$ cat src/rtl/adc_scan_pkg.sv
package adc_scan_pkg;
   typedef enum logic [1:0] {
      PH_SAMPLE  = 2'd0,
      PH_CONVERT = 2'd1,
      PH_STORE   = 2'd2
   } slot_phase_e;
endpackage

$ cat src/rtl/adc_slot_timer.sv
module adc_slot_timer
   import adc_scan_pkg::*;
#(
   parameter int SAMPLE_ST = 12,
   parameter int RES_BITS  = 12,
   parameter int PER_BIT   = 3,
   parameter int STORE_ST  = 2,
   localparam int SLOT     = SAMPLE_ST + RES_BITS * PER_BIT + STORE_ST,
   localparam int CW       = $clog2(SLOT),
   localparam int BW       = $clog2(RES_BITS),
   localparam int SW       = $clog2(PER_BIT)
) (
   input  logic          clk,
   input  logic          rst_n,
   input  logic          run_i,
   input  logic          clr_i,
   output slot_phase_e   phase_o,
   output logic [SW-1:0] sub_o,
   output logic [BW-1:0] bit_o,
   output logic          first_o,
   output logic          store_o,
   output logic          end_o
);
   localparam logic [CW-1:0] CONV_LO  = CW'(SAMPLE_ST);
   localparam logic [CW-1:0] STORE_AT = CW'(SAMPLE_ST + RES_BITS * PER_BIT);
   localparam logic [CW-1:0] LAST_ST  = CW'(SLOT - 1);
   localparam logic [BW-1:0] TOP_BIT  = BW'(RES_BITS - 1);
   localparam logic [SW-1:0] SUB_LAST = SW'(PER_BIT - 1);

   logic [CW-1:0] cnt_q;
   logic [SW-1:0] sub_q;
   logic [BW-1:0] bit_q;

   always_comb begin
      if (cnt_q < CONV_LO)       phase_o = PH_SAMPLE;
      else if (cnt_q < STORE_AT) phase_o = PH_CONVERT;
      else                       phase_o = PH_STORE;
   end

   assign first_o = (cnt_q == '0);
   assign store_o = (cnt_q == STORE_AT);
   assign end_o   = (cnt_q == LAST_ST);
   assign sub_o   = sub_q;
   assign bit_o   = bit_q;

   always_ff @(posedge clk or negedge rst_n) begin
      if (!rst_n) begin
         cnt_q <= '0;
         sub_q <= '0;
         bit_q <= TOP_BIT;
      end else if (clr_i || !run_i) begin
         cnt_q <= '0;
         sub_q <= '0;
         bit_q <= TOP_BIT;
      end else if (end_o) begin
         cnt_q <= '0;
         sub_q <= '0;
         bit_q <= TOP_BIT;
      end else begin
         cnt_q <= cnt_q + 1'b1;
         if (phase_o == PH_CONVERT) begin
            if (sub_q == SUB_LAST) begin
               sub_q <= '0;
               if (bit_q != '0) bit_q <= bit_q - 1'b1;
            end else begin
               sub_q <= sub_q + 1'b1;
            end
         end
      end
   end
endmodule

$ cat src/rtl/adc_sar_core.sv
module adc_sar_core #(
   parameter int RES_BITS = 12,
   parameter int PER_BIT  = 3,
   localparam int BW      = $clog2(RES_BITS),
   localparam int SW      = $clog2(PER_BIT)
) (
   input  logic                clk,
   input  logic                rst_n,
   input  logic                clear_i,
   input  logic                conv_i,
   input  logic [SW-1:0]       sub_i,
   input  logic [BW-1:0]       bit_i,
   input  logic                cmp_ge_i,
   output logic [RES_BITS-1:0] code_o
);
   localparam logic [SW-1:0] SUB_LAST = SW'(PER_BIT - 1);

   always_ff @(posedge clk or negedge rst_n) begin
      if (!rst_n) begin
         code_o <= '0;
      end else if (clear_i) begin
         code_o <= '0;
      end else if (conv_i) begin
         if (sub_i == '0)
            code_o[bit_i] <= 1'b1;
         else if (sub_i == SUB_LAST && !cmp_ge_i)
            code_o[bit_i] <= 1'b0;
      end
   end
endmodule

$ cat src/rtl/adc_ch_picker.sv
module adc_ch_picker #(
   parameter int NUM_CH = 8,
   localparam int CHW   = $clog2(NUM_CH)
) (
   input  logic [NUM_CH-1:0] mask_i,
   input  logic [CHW:0]      base_i,
   output logic [CHW-1:0]    sel_o,
   output logic              found_o
);
   always_comb begin
      sel_o   = '0;
      found_o = 1'b0;
      for (int i = NUM_CH - 1; i >= 0; i--) begin
         if (mask_i[i] && (i >= int'(base_i))) begin
            sel_o   = CHW'(i);
            found_o = 1'b1;
         end
      end
   end
endmodule

$ cat src/rtl/adc_scan_ctrl.sv
module adc_scan_ctrl
   import adc_scan_pkg::*;
#(
   parameter int NUM_CH    = 8,
   parameter int RES_BITS  = 12,
   parameter int SAMPLE_ST = 12,
   parameter int PER_BIT   = 3,
   parameter int STORE_ST  = 2,
   parameter int GROUP_CH  = 3,
   localparam int CHW      = $clog2(NUM_CH)
) (
   input  logic                clk,
   input  logic                rst_n,
   input  logic [NUM_CH-1:0]   ch_mask,
   input  logic                cont_mode,
   input  logic                sw_go_set,
   input  logic                sw_go_clr,
   input  logic                tmr_trig,
   input  logic                ext_trig,
   input  logic                irq_clr,
   input  logic                cmp_ge,
   input  logic [CHW-1:0]      rd_sel,
   output logic [RES_BITS-1:0] rd_data,
   output logic [RES_BITS-1:0] dac_code,
   output logic [CHW-1:0]      mux_sel,
   output logic [NUM_CH-1:0]   sh_strobe,
   output logic                go_flag,
   output logic                eoc_irq,
   output logic                dma_req
);
   localparam int BW = $clog2(RES_BITS);
   localparam int SW = $clog2(PER_BIT);
   localparam logic [CHW:0] GRP_LIM = (CHW + 1)'(GROUP_CH);

   generate
      if (NUM_CH < 2 || (1 << CHW) != NUM_CH) begin : g_bad_nch
         $error("NUM_CH must be a power of two, at least 2");
      end
      if (GROUP_CH < 1 || GROUP_CH >= NUM_CH) begin : g_bad_grp
         $error("GROUP_CH must lie in 1..NUM_CH-1");
      end
      if (PER_BIT < 2 || STORE_ST < 2 || SAMPLE_ST < 1) begin : g_bad_slot
         $error("slot split needs PER_BIT>=2, STORE_ST>=2, SAMPLE_ST>=1");
      end
   endgenerate

   logic              run_q, first_pass_q, irq_q, dma_q;
   logic [CHW-1:0]    cur_q;
   logic [NUM_CH-1:0] pass_mask_q;

   slot_phase_e       phase;
   logic [SW-1:0]     sub;
   logic [BW-1:0]     bitn;
   logic              slot_first, slot_store, slot_end;

   logic [CHW-1:0]    new_ch, nxt_ch;
   logic              new_any, nxt_any;

   logic any_start, start_evt, stop_evt;
   assign any_start = sw_go_set | tmr_trig | ext_trig;
   assign start_evt = !run_q && any_start && new_any;
   assign stop_evt  = run_q && sw_go_clr;

   adc_ch_picker #(.NUM_CH(NUM_CH)) u_pick_first (
      .mask_i  (ch_mask),
      .base_i  ('0),
      .sel_o   (new_ch),
      .found_o (new_any)
   );

   adc_ch_picker #(.NUM_CH(NUM_CH)) u_pick_next (
      .mask_i  (pass_mask_q),
      .base_i  ({1'b0, cur_q} + 1'b1),
      .sel_o   (nxt_ch),
      .found_o (nxt_any)
   );

   adc_slot_timer #(
      .SAMPLE_ST (SAMPLE_ST),
      .RES_BITS  (RES_BITS),
      .PER_BIT   (PER_BIT),
      .STORE_ST  (STORE_ST)
   ) u_timer (
      .clk     (clk),
      .rst_n   (rst_n),
      .run_i   (run_q),
      .clr_i   (start_evt | stop_evt),
      .phase_o (phase),
      .sub_o   (sub),
      .bit_o   (bitn),
      .first_o (slot_first),
      .store_o (slot_store),
      .end_o   (slot_end)
   );

   adc_sar_core #(
      .RES_BITS (RES_BITS),
      .PER_BIT  (PER_BIT)
   ) u_sar (
      .clk      (clk),
      .rst_n    (rst_n),
      .clear_i  (!run_q || slot_first),
      .conv_i   (phase == PH_CONVERT),
      .sub_i    (sub),
      .bit_i    (bitn),
      .cmp_ge_i (cmp_ge),
      .code_o   (dac_code)
   );

   logic pass_done;
   assign pass_done = run_q && slot_end && !nxt_any;

   always_ff @(posedge clk or negedge rst_n) begin
      if (!rst_n) begin
         run_q        <= 1'b0;
         first_pass_q <= 1'b0;
         cur_q        <= '0;
         pass_mask_q  <= '0;
         dma_q        <= 1'b0;
      end else begin
         dma_q <= 1'b0;
         if (stop_evt) begin
            run_q <= 1'b0;
         end else if (start_evt) begin
            run_q        <= 1'b1;
            pass_mask_q  <= ch_mask;
            cur_q        <= new_ch;
            first_pass_q <= 1'b1;
         end else if (run_q && slot_end) begin
            first_pass_q <= 1'b0;
            if (nxt_any) begin
               cur_q <= nxt_ch;
            end else begin
               dma_q <= 1'b1;
               if (cont_mode && new_any) begin
                  pass_mask_q  <= ch_mask;
                  cur_q        <= new_ch;
                  first_pass_q <= 1'b1;
               end else begin
                  run_q <= 1'b0;
               end
            end
         end
      end
   end

   always_ff @(posedge clk or negedge rst_n) begin
      if (!rst_n)         irq_q <= 1'b0;
      else if (pass_done) irq_q <= 1'b1;
      else if (irq_clr)   irq_q <= 1'b0;
   end

   logic [RES_BITS-1:0] res_q [NUM_CH];
   logic                in_group;
   assign in_group = ({1'b0, cur_q} < GRP_LIM);

   for (genvar g = 0; g < NUM_CH; g++) begin : g_chan
      always_ff @(posedge clk or negedge rst_n) begin
         if (!rst_n)
            res_q[g] <= '0;
         else if (run_q && slot_store && cur_q == CHW'(g))
            res_q[g] <= dac_code;
      end
      if (g < GROUP_CH) begin : g_grp
         assign sh_strobe[g] = run_q && slot_first && first_pass_q && in_group
                               && pass_mask_q[g];
      end else begin : g_solo
         assign sh_strobe[g] = run_q && slot_first && (cur_q == CHW'(g));
      end
   end

   assign rd_data = res_q[rd_sel];
   assign mux_sel = cur_q;
   assign go_flag = run_q;
   assign eoc_irq = irq_q;
   assign dma_req = dma_q;
endmodule

$ cat config.mk
export PLATFORM = sky130hd
export DESIGN_NAME = adc_scan_ctrl
export DESIGN_NICKNAME = d
export VERILOG_FILES = /design/src/rtl/adc_scan_pkg.sv /design/src/rtl/adc_slot_timer.sv /design/src/rtl/adc_sar_core.sv /design/src/rtl/adc_ch_picker.sv /design/src/rtl/adc_scan_ctrl.sv
export SDC_FILE = /design/constraint.sdc
export NUM_CORES = 1
export LEC_CHECK = 0
export CAP_MARGIN = 20
export CORE_ASPECT_RATIO = 1.1
export CORE_MARGIN = 5
export CORE_UTILIZATION = 46
export DETAILED_ROUTE_END_ITERATION = 8
export PLACE_DENSITY = 0.74
export SYNTH_ARGS = -nofsm -noshare
export SYNTH_HDL_FRONTEND = slang
export SYNTH_SLANG_ARGS = --single-unit
$ cat constraint.sdc
create_clock -name clk -period 4.4 [get_ports clk]
set_input_delay 0.66 -clock clk [delete_from_list [all_inputs] [get_ports clk]]
set_output_delay 0.66 -clock clk [all_outputs]
set_load 0.1 [all_outputs]
* Yosys cells after proc, flatten, opt, wreduce, memory -nomap -nowiden
Index checks and enable logic that the tools add are counted.
** Storage, ports and cells
- Register bits :: 135
- Input bits :: 20
- Word-level logic and storage cells :: 196
** Cells by class
- $add $sub $neg :: 4
- Magnitude comparators :: 14
- Equality and inequality tests :: 14
- Multiplexer cells :: 77
- Bitwise operators :: 8
- Reductions and logical operators :: 61
** Operators by type and width (number)
- 2-to-1 mux 12 bit :: 6
- 2-to-1 mux 3 bit :: 20
- binary-select mux 12 bit (select 3 bit) :: 1
- logical AND 1 bit :: 36
- 2-to-1 mux 1 bit :: 32
- 2-to-1 mux 8 bit :: 4
- 2-to-1 mux 4 bit :: 5
- nonzero test 3 bit :: 6
- >= comparator 3 x 4 -> 1 bit (first input constant) :: 4
- bitwise AND 12 bit :: 1
- == test 3 bit (second input constant) :: 4
- == test 6 bit (second input constant) :: 2
- 2-to-1 mux 2 bit :: 6
- 2-to-1 mux 6 bit :: 2
- inverter 12 bit :: 1
- bitwise OR 12 bit :: 1
- AND reduction 3 bit :: 3
- >= comparator 1 x 4 -> 1 bit (first input constant) :: 2
- >= comparator 2 x 4 -> 1 bit (first input constant) :: 2
- nonzero test 2 bit :: 4
- adder 6 x 1 -> 6 bit (second input constant) :: 1
- == test 3 x 2 -> 1 bit (second input constant) :: 2
- zero test 6 bit :: 1
- less-than comparator 6 x 4 -> 1 bit (second input constant) :: 1
- other kinds (25) :: 31

* Logic depth before layout (Yosys ltp)
Gate-level depths: netlist (run 1).
- Depth after elaboration :: 15
- Gate-level depth with buffers :: 9
- Gate-level depth less buffers :: 8

* Modules after synthesis
Synthesis (run 1) repeated with hierarchy kept, for this count alone.
** Unflattened totals
- Cell total of the unflattened synthesis :: 539
- Area total of the unflattened synthesis :: 6972.9 µm²
** By module, submodules not included
- adc_scan_ctrl :: instances 1, cells each 334, area an instance 5205.0 µm², sequential area each 2777.7 µm²
- adc_slot_timer :: instances 1, cells each 67, area an instance 663.1 µm², sequential area each 304.0 µm²
- adc_sar_core :: instances 1, cells each 62, area an instance 631.9 µm², sequential area each 300.3 µm²
- adc_ch_picker :: instances 2, cells each 38, area an instance 236.5 µm², sequential area each 0.0 µm²

* Worst setup path before layout (run 1)
No wires, ideal clock.
- Path type :: flip-flop to output port
- Start point :: reg run_q, in the netlist go_flag
- End point :: out sh_strobe[0]
- Arrival time :: 2.593 ns
- Path slack :: 1.147 ns
- Cell stages (with the launch flop) :: 5
- Cell sequence :: dfrtp_1 -> nand2b_4 -> nor4_1 -> o2111a_1 -> and2_1
** Between the ends
- Cells in the longest elaborated chain, start to end :: 4
** RTL lines
- from (decl) :: line adc_scan_ctrl.sv:47 : logic run_q, first_pass_q, irq_q, dma_q;
- from (signal assigned) :: line adc_scan_ctrl.sv:115 : run_q <= 1'b0;
- from (signal assigned) :: line adc_scan_ctrl.sv:123 : run_q <= 1'b0;
- from (signal assigned) :: line adc_scan_ctrl.sv:125 : run_q <= 1'b1;
- logical AND 1 bit (3 in a row) :: line adc_scan_ctrl.sv:165 : assign sh_strobe[g] = run_q && slot_first && first_pass_q && in_group
- logical AND 1 bit :: line adc_scan_ctrl.sv:166 : && pass_mask_q[g];
- to (decl) :: line adc_scan_ctrl.sv:26 : output logic [NUM_CH-1:0] sh_strobe,
No other way between the ends.

* Final worst setup path (run 1)
- Start point :: reg u_timer.cnt_q[0]
- End point :: out sh_strobe[0]
** Between the ends
- Cells in the longest elaborated chain, start to end :: 5
** RTL lines
- from (decl) :: line adc_slot_timer.sv:30 : logic [CW-1:0] cnt_q;
- from (signal assigned) :: line adc_slot_timer.sv:60 : cnt_q <= cnt_q + 1'b1;
- zero test 6 bit :: line adc_slot_timer.sv:40 : assign first_o = (cnt_q == '0);
- logical AND 1 bit (3 in a row) :: line adc_scan_ctrl.sv:165
- logical AND 1 bit :: line adc_scan_ctrl.sv:166
No other way between the ends.

==> metrics.log, run 1 <==
INFO  metric insertedDiodeCount = 0
INFO  metric required_time_at_the_worst_slack_endpoint = 3.74 ns
INFO  metric effective_utilization_at_floorplan = 46.72%
INFO  metric dieHeight = 136.8 microns
INFO  metric fin_skew = 0.01500 ns
INFO  metric cts_made_buffers = 17
INFO  metric met1_usage = 22.41%
INFO  metric die_w = 125.3 microns
INFO  metric worst_pin_slew = 1.005 ns
INFO  metric final.setup.worst_slack = 1.212 ns
INFO  metric timing.setup.tns = 0 ns
INFO  metric power_density = 472.8 nW/um^2
INFO  metric use_met3 = 3.903%
INFO  metric cts_hold_repair.buffers = 0
INFO  metric cts_tree = done
INFO  metric post-layout-total-power = 3.818 mW
INFO  metric place.gp.congestion = 0.8650
INFO  metric post-synth-top-count-cell = dfrtp_1
INFO  metric maximum_number_of_pins_on_one_net_before_global_route_repair = 87
INFO  metric cpPeakStageDelay = 0.60 ns
INFO  metric dieArea = 17140 sq um
INFO  metric grt-ovfl-total = 0
INFO  metric number_of_design_rule_violations_left_by_the_first_detailed_router_iteration = 278
INFO  metric synth.area.top_cells = dfrtp_1 (49%), mux2_2 (18%), mux4_2 (8.0%)
INFO  metric layout_overhead_on_the_synthesized_area = 20.12%
INFO  metric timing.rr.start = mux_sel[2]
INFO  metric clk_path_buf_depth = 2
INFO  metric io_pins = 58
INFO  metric synth_warnings = 0
INFO  metric worst_path_max_delay_cell = nor4_1
INFO  metric std_cell_rows = 46
INFO  metric worst_path_dominant_cell_family = simple AND/OR/NAND/NOR gates
INFO  metric final_antenna_net_count = 0
INFO  metric portBuffers = 57
INFO  metric gr-usage-all-layers = 17.26%
INFO  metric critical_path.cell_chain = inv_1 -> ha_1 -> nand2b_1 -> nor4_1 -> o2111a_1 -> and2_1 -> buf_4
INFO  metric synth.net_count = 527
INFO  metric synth_area = 6723 sq um
INFO  metric vias_in_the_first_global_route = 4422
INFO  metric pre_cts_slack = 1.284 ns
INFO  metric critPathLaunch = u_timer.cnt_q[0]
INFO  metric post_route_cells_drive_above_1_share = 38.32%
INFO  metric worst_ir_drop_vdd = 0.4758 mV
INFO  metric grt_first_pass_wirelength = 23390 microns
INFO  metric clock_pin_slew_reported_for_the_worst_setup_and_hold_paths_after_clock_tree_synthesis = 0.05 ns
INFO  metric fmaxAchievable = 0.3137 GHz
INFO  metric postRouteWirelength = 13850 microns
INFO  metric finalMaxSlewViolations = 0
INFO  metric synth_register_bits = 135
INFO  metric setup.worst_path.end_class = primary output
INFO  metric nNetsFinal = 584
INFO  metric worstSetupStartpointType = register
INFO  metric arrival = 2.53 ns
INFO  metric firstDrtPassIters = 4
INFO  metric worst_skew_pair.late_latency = 0.42 ns
INFO  metric globalRouteMet2Util = 28.00%
INFO  metric maxCapViolations = 0
INFO  metric synth_edf_count = 0
INFO  metric wire_per_inst = 18.39 microns
INFO  metric core_area = 14390 sq um
INFO  metric dominantRegCellSynth = dfrtp_1
INFO  metric ys_top_cells_by_count = dfrtp_1 (132), mux2_2 (105), nand2_1 (30), nor2_1 (26), mux4_2 (24)
INFO  metric final_period_minus_worst_setup_slack = 3.188 ns
INFO  metric placed_cells_incl_taps = 721
INFO  metric hold_path.class = input port to async pin
INFO  metric final.period_utilization = 72.45%
INFO  metric worst_path_maximum_fanout = 6
INFO  metric postPlaceCellArea = 7396 sq um
INFO  metric path_class = register to primary output
INFO  metric dp_hpwl = 9319 microns
INFO  metric drt-vias-per-instance = 5.519
INFO  metric p_leak = 3.885 nW
INFO  metric cts.root.buffer_cell = clkbuf_16
INFO  metric report.final.hold_viol_count = 0
INFO  metric cts_setup_buffers = 0
INFO  metric cts_resized = 0
INFO  metric layoutNonFillerInstCount = 753
INFO  metric fin_area = 8075 sq um
INFO  metric global_route.peak_usage_layer = met2
INFO  metric setup-violations-final = 0
INFO  metric async_set_or_reset_register_ratio_after_synthesis = 100.0%
INFO  metric finalHoldWorstSlack = 0.1994 ns
INFO  metric synthesis.area_per_instance = 13.64 sq um
INFO  metric utilization = 56.12%
INFO  metric clock_h_tree_levels = 4
INFO  metric numClockSinks = 135
INFO  metric synthDominantAreaCellType = dfrtp_1
INFO  metric timing.slew.headroom = 32.80%
INFO  metric route.vias.total = 4156
INFO  metric synthDominantCellAreaShare = 49.13%
INFO  metric synth_cell_types = 63
INFO  metric rsz0062_at_grt = no
INFO  metric path_buf_inv = 2
INFO  metric remaining_drc_errors = 0
INFO  metric antenna_found_initial = 0
INFO  metric seq_area_frac_synth = 50.31%
INFO  metric netlist_instances = 493
INFO  metric result_of_the_run = finished, final reports clean
layer usage:
layer	wire, microns	up-vias
li1	-	1916
met1	6097	2156
met2	7071	71
met3	490	13
met4	191	0
met5	0	-
area by class of cell:
class,instances,area [sq um]
Sequential cell,135,3382
Fill cell,1183,6314
Clock inverter,8,170.2
Timing Repair Buffer,61,575.6
Tap cell,192,240.2
Inverter,10,37.54
Multi-Input combinational cell,325,3196
Clock buffer,22,474.2
layout by cell type, fill, tap and decap left out, types with 3 or more instances in the layout:
| master | Yosys | routed |
|---|---|---|
| a21oi_1 | 11 | 11 |
| and2_1 | 7 | 7 |
| and3_1 | 7 | 7 |
| buf_4 | 3 | 22 |
| bufinv_16 | 0 | 5 |
| clkbuf_16 | 0 | 17 |
| clkbuf_8 | 0 | 3 |
| clkdlybuf4s50_1 | 0 | 35 |
| dfrtp_1 | 132 | 132 |
| dfstp_2 | 3 | 3 |
| ha_1 | 14 | 14 |
| inv_1 | 10 | 10 |
| mux2_1 | 4 | 4 |
| mux2_2 | 105 | 105 |
| mux2_4 | 8 | 8 |
| mux2i_1 | 11 | 11 |
| mux4_2 | 24 | 24 |
| nand2_1 | 30 | 30 |
| nand2b_1 | 5 | 5 |
| nand3_1 | 10 | 10 |
| nor2_1 | 26 | 26 |
| nor3_1 | 6 | 6 |
| o21ai_0 | 5 | 5 |
| xnor2_1 | 4 | 4 |
| xor2_1 | 3 | 3 |
worst paths after layout:
path                                     to  slack [ns]  depth (start not counted)
max                            sh_strobe[0]        1.21                          7
min in group clk                  res_q[46]        0.49                          1
min                               res_q[18]        0.20                          1
min reg2reg                       res_q[46]        0.49                          1
max reg2reg                  pass_mask_q[5]        1.55                          8
max in group asynchronous  u_timer.bit_o[1]        3.54                          2
power breakdown:
| group | internal (mW) | switching, mW |
|---|---|---|
| clock | 1.04 | 0.490 |
| sequential | 1.31 | 0.0893 |
| combinational | 0.328 | 0.561 |
| total | 2.68 | 1.14 |
state kept, by name, summed over array words and instances, names as in the netlist:
signal         cells
dma_req            1
u_timer.cnt_q      6
u_timer.sub_o      2
res_q             96
u_timer.bit_o      4
eoc_irq            1
mux_sel            3
u_sar.code_o      12
pass_mask_q        8
go_flag            1
first_pass_q       1
cell families after synthesis:
family          count (synthesis)  share of synthesized area, %
xor+xnor                        7                        0.9120
fa+ha+maj                      14                         2.606
flops                         135                         50.31
simple gates                  112                         9.585
buf+inv                        33                         2.271
mux                           152                         29.72
compound gates                 40                         4.597
worst reg2reg max path: cells and delay by family, from the launching register on:
family / cells / cell delay (ns)
buffers and inverters: 1 / 0.19
AO/OA/AOI/OAI: 2 / 0.54
adder cells (fa/ha/maj): 1 / 0.40
flip-flops: 1 / 0.64
AND/OR/NAND/NOR: 3 / 0.62
multiplexers: 1 / 0.35
Note: power is estimated with default switching activity, not from simulation.
==> inputs of run 2 (changes only) <==
==> constraint.sdc (replaced) <==
create_clock -name clk -period 3 [get_ports clk]
set_input_delay 0.45 -clock clk [delete_from_list [all_inputs] [get_ports clk]]
set_output_delay 0.45 -clock clk [all_outputs]
set_load 0.1 [all_outputs]
==> run 2 against run 1 <==
Against the previous run: via count rose by 0.75%; sequential power grew 47%; routed wire length up 2.0%; register-to-register slack got worse by 1.2 ns; total power up 49%; count of clock-buffer cells in the layout fell by 1; sequential share of layout area is 1.5 points lower; worst setup slack lost 0.89 ns; highest routed layer unchanged; first-iteration DRC count up 3.6%.
==> metrics.log, run 2 (synthesized netlist as in run 1, its figures left out) <==
INFO  metric result_of_the_run = finished, final reports clean
INFO  metric maxCapViolations = 0
INFO  metric rsz0062_at_grt = no
INFO  metric final_period_minus_worst_setup_slack = 2.675 ns
INFO  metric final.period_utilization = 89.18%
INFO  metric mostFrequentLayoutCell = dfrtp_1
INFO  metric io_pins = 58
INFO  metric postRouteWirelength = 14130 microns
INFO  metric critPathLaunch = mux_sel[0]
INFO  metric clk_path_buf_depth = 2
INFO  metric arrival = 2.98 ns
INFO  metric die_w = 125.3 microns
INFO  metric final_antenna_net_count = 0
INFO  metric timing.slew.headroom = 41.32%
INFO  metric p_leak = 4.034 nW
INFO  metric final.setup.worst_slack = 0.3245 ns
INFO  metric vias_in_the_first_global_route = 4590
INFO  metric cts_hold_repair.buffers = 0
INFO  metric antenna_found_initial = 0
INFO  metric gr-usage-all-layers = 17.97%
INFO  metric layout.area.seq = 3387 sq um
INFO  metric wire_per_inst = 18.47 microns
INFO  metric timing.setup.tns = 0 ns
INFO  metric place.gp.congestion = 0.8527
INFO  metric firstDrtPassIters = 4
INFO  metric finalHoldWorstSlack = 0.1382 ns
INFO  metric remaining_drc_errors = 0
INFO  metric worstSetupStartpointType = register
INFO  metric core_area = 14390 sq um
INFO  metric grt_first_pass_wirelength = 24290 microns
INFO  metric effective_utilization_at_floorplan = 46.72%
INFO  metric route.vias.total = 4187
INFO  metric std_cell_rows = 46
INFO  metric fin_skew = 0.008675 ns
INFO  metric clock_pin_slew_reported_for_the_worst_setup_and_hold_paths_after_clock_tree_synthesis = 0.06 ns
INFO  metric insertedDiodeCount = 0
INFO  metric portBuffers = 57
INFO  metric nFillCells = 1145
INFO  metric fmaxAchievable = 0.3738 GHz
INFO  metric maximum_number_of_pins_on_one_net_before_global_route_repair = 64
INFO  metric required_time_at_the_worst_slack_endpoint = 3.30 ns
INFO  metric worst_path_maximum_fanout = 9
INFO  metric report.final.hold_viol_count = 0
INFO  metric setup-violations-final = 0
INFO  metric nNetsFinal = 594
INFO  metric cts.root.buffer_cell = clkbuf_16
INFO  metric hold_path.class = input port to async pin
INFO  metric cts_setup_buffers = 0
INFO  metric dieArea = 17140 sq um
INFO  metric setup.worst_path.end_class = register
INFO  metric post_route_cells_drive_above_1_share = 43.80%
INFO  metric final_cell_mix = dfrtp_1 (128), mux2_2 (105), nand2_1 (30), buf_4 (29), nor2_1 (26)
INFO  metric dp_hpwl = 9497 microns
INFO  metric max_flop_register = res_q
INFO  metric layout_overhead_on_the_synthesized_area = 24.70%
INFO  metric dieHeight = 136.8 microns
INFO  metric power_density = 680.3 nW/um^2
INFO  metric drt-vias-per-instance = 5.473
INFO  metric cts_resized = 0
INFO  metric biggestRegsByFlops = res_q: 96 flops, u_sar.code_o: 12 flops, pass_mask_q: 8 flops
INFO  metric worst_skew_pair.late_latency = 0.42 ns
INFO  metric finalMaxSlewViolations = 0
INFO  metric number_of_design_rule_violations_left_by_the_first_detailed_router_iteration = 288
INFO  metric clock_h_tree_levels = 4
INFO  metric multi_input_comb_area = 3196 sq um
INFO  metric worst_ir_drop_vdd = 0.7522 mV
INFO  metric numClockSinks = 135
INFO  metric worst_pin_slew = 0.8784 ns
INFO  metric largest_register_ffs = 96
INFO  metric timing.rr.start = mux_sel[0]
INFO  metric path_class = register to register
INFO  metric grt-ovfl-total = 0
INFO  metric cts_made_buffers = 17
INFO  metric pre_cts_slack = 0.3588 ns
INFO  metric cts_tree = done
## run 2: changes by cell type in the layout (fill, tap and decap cells not counted), moves of 2 or more
cell / delta
buf_12: +23
buf_4: +7
clkbuf_1: -2
clkdlybuf4s50_1: -18
clkinv_2: +2
clkinv_4: +2
dfrtp_1: -4
dfrtp_2: +4
## run 2: power breakdown
group | internal (mW) | leakage [nW] | switching, mW
Clock | 1.48 | 0.319 | 0.771
Combinational | 0.541 | 1.87 | 0.851
Sequential | 1.92 | 1.84 | 0.139
## run 2: worst paths after layout
check / end / slack (ns) / depth (start not counted)
min in group clk: res_q[25] / 0.49 / 1
max in group asynchronous: u_timer.bit_o[0] / 2.13 / 2
worst min register to register: res_q[25] / 0.49 / 1
worst max register to register: pass_mask_q[4] / 0.32 / 8
worst max-delay path: pass_mask_q[4] / 0.32 / 8
worst min-delay path: res_q[8] / 0.14 / 1
## run 2: stage by stage
step / instance area [sq um] / util [%] / cells / power [mW]
2_1_floorplan: 6728 / - / 493 / 3.061
3_3_place_gp: 7734 / 53.75 / 733 / 3.431
3_5_place_dp: 7734 / 53.75 / 733 / 3.473
4_1_cts: 8383 / 58.26 / 765 / 5.736
5_1_grt: 8383 / 58.26 / 765 / 5.948
6_report: 8383 / 58.26 / 765 / 5.703
## run 2: area by class of cell
| cell class | instances | area share (%) |
|---|---|---|
| timing repair buffer | 71 | 10.42 |
| tap | 192 | 2.866 |
| multi-input combinational | 325 | 38.12 |
| clock buffer | 21 | 5.731 |
| inverter | 10 | 0.4478 |
| sequential | 135 | 40.40 |
| clock inverter | 11 | 2.015 |
## run 2: critical path: stages (launching register included)
cell	delay, ns
dfrtp_2	0.46
ha_1	0.26
ha_1	0.36
or2b_1	0.26
nand3_1	0.10
and3_2	0.26
a41oi_4	0.15
a21oi_4	0.37
mux2_4	0.34
## run 2: layer usage
metal	vias to the layer above	part of all wire, %	wire [microns]	GRT usage, %
met3	27	3.6	503	4.567
met5	-	0	0	0
met4	0	2.4	343	6.988
li1	1930	-	-	-
met1	2137	42	5981	22.26
met2	93	52	7304	30.51
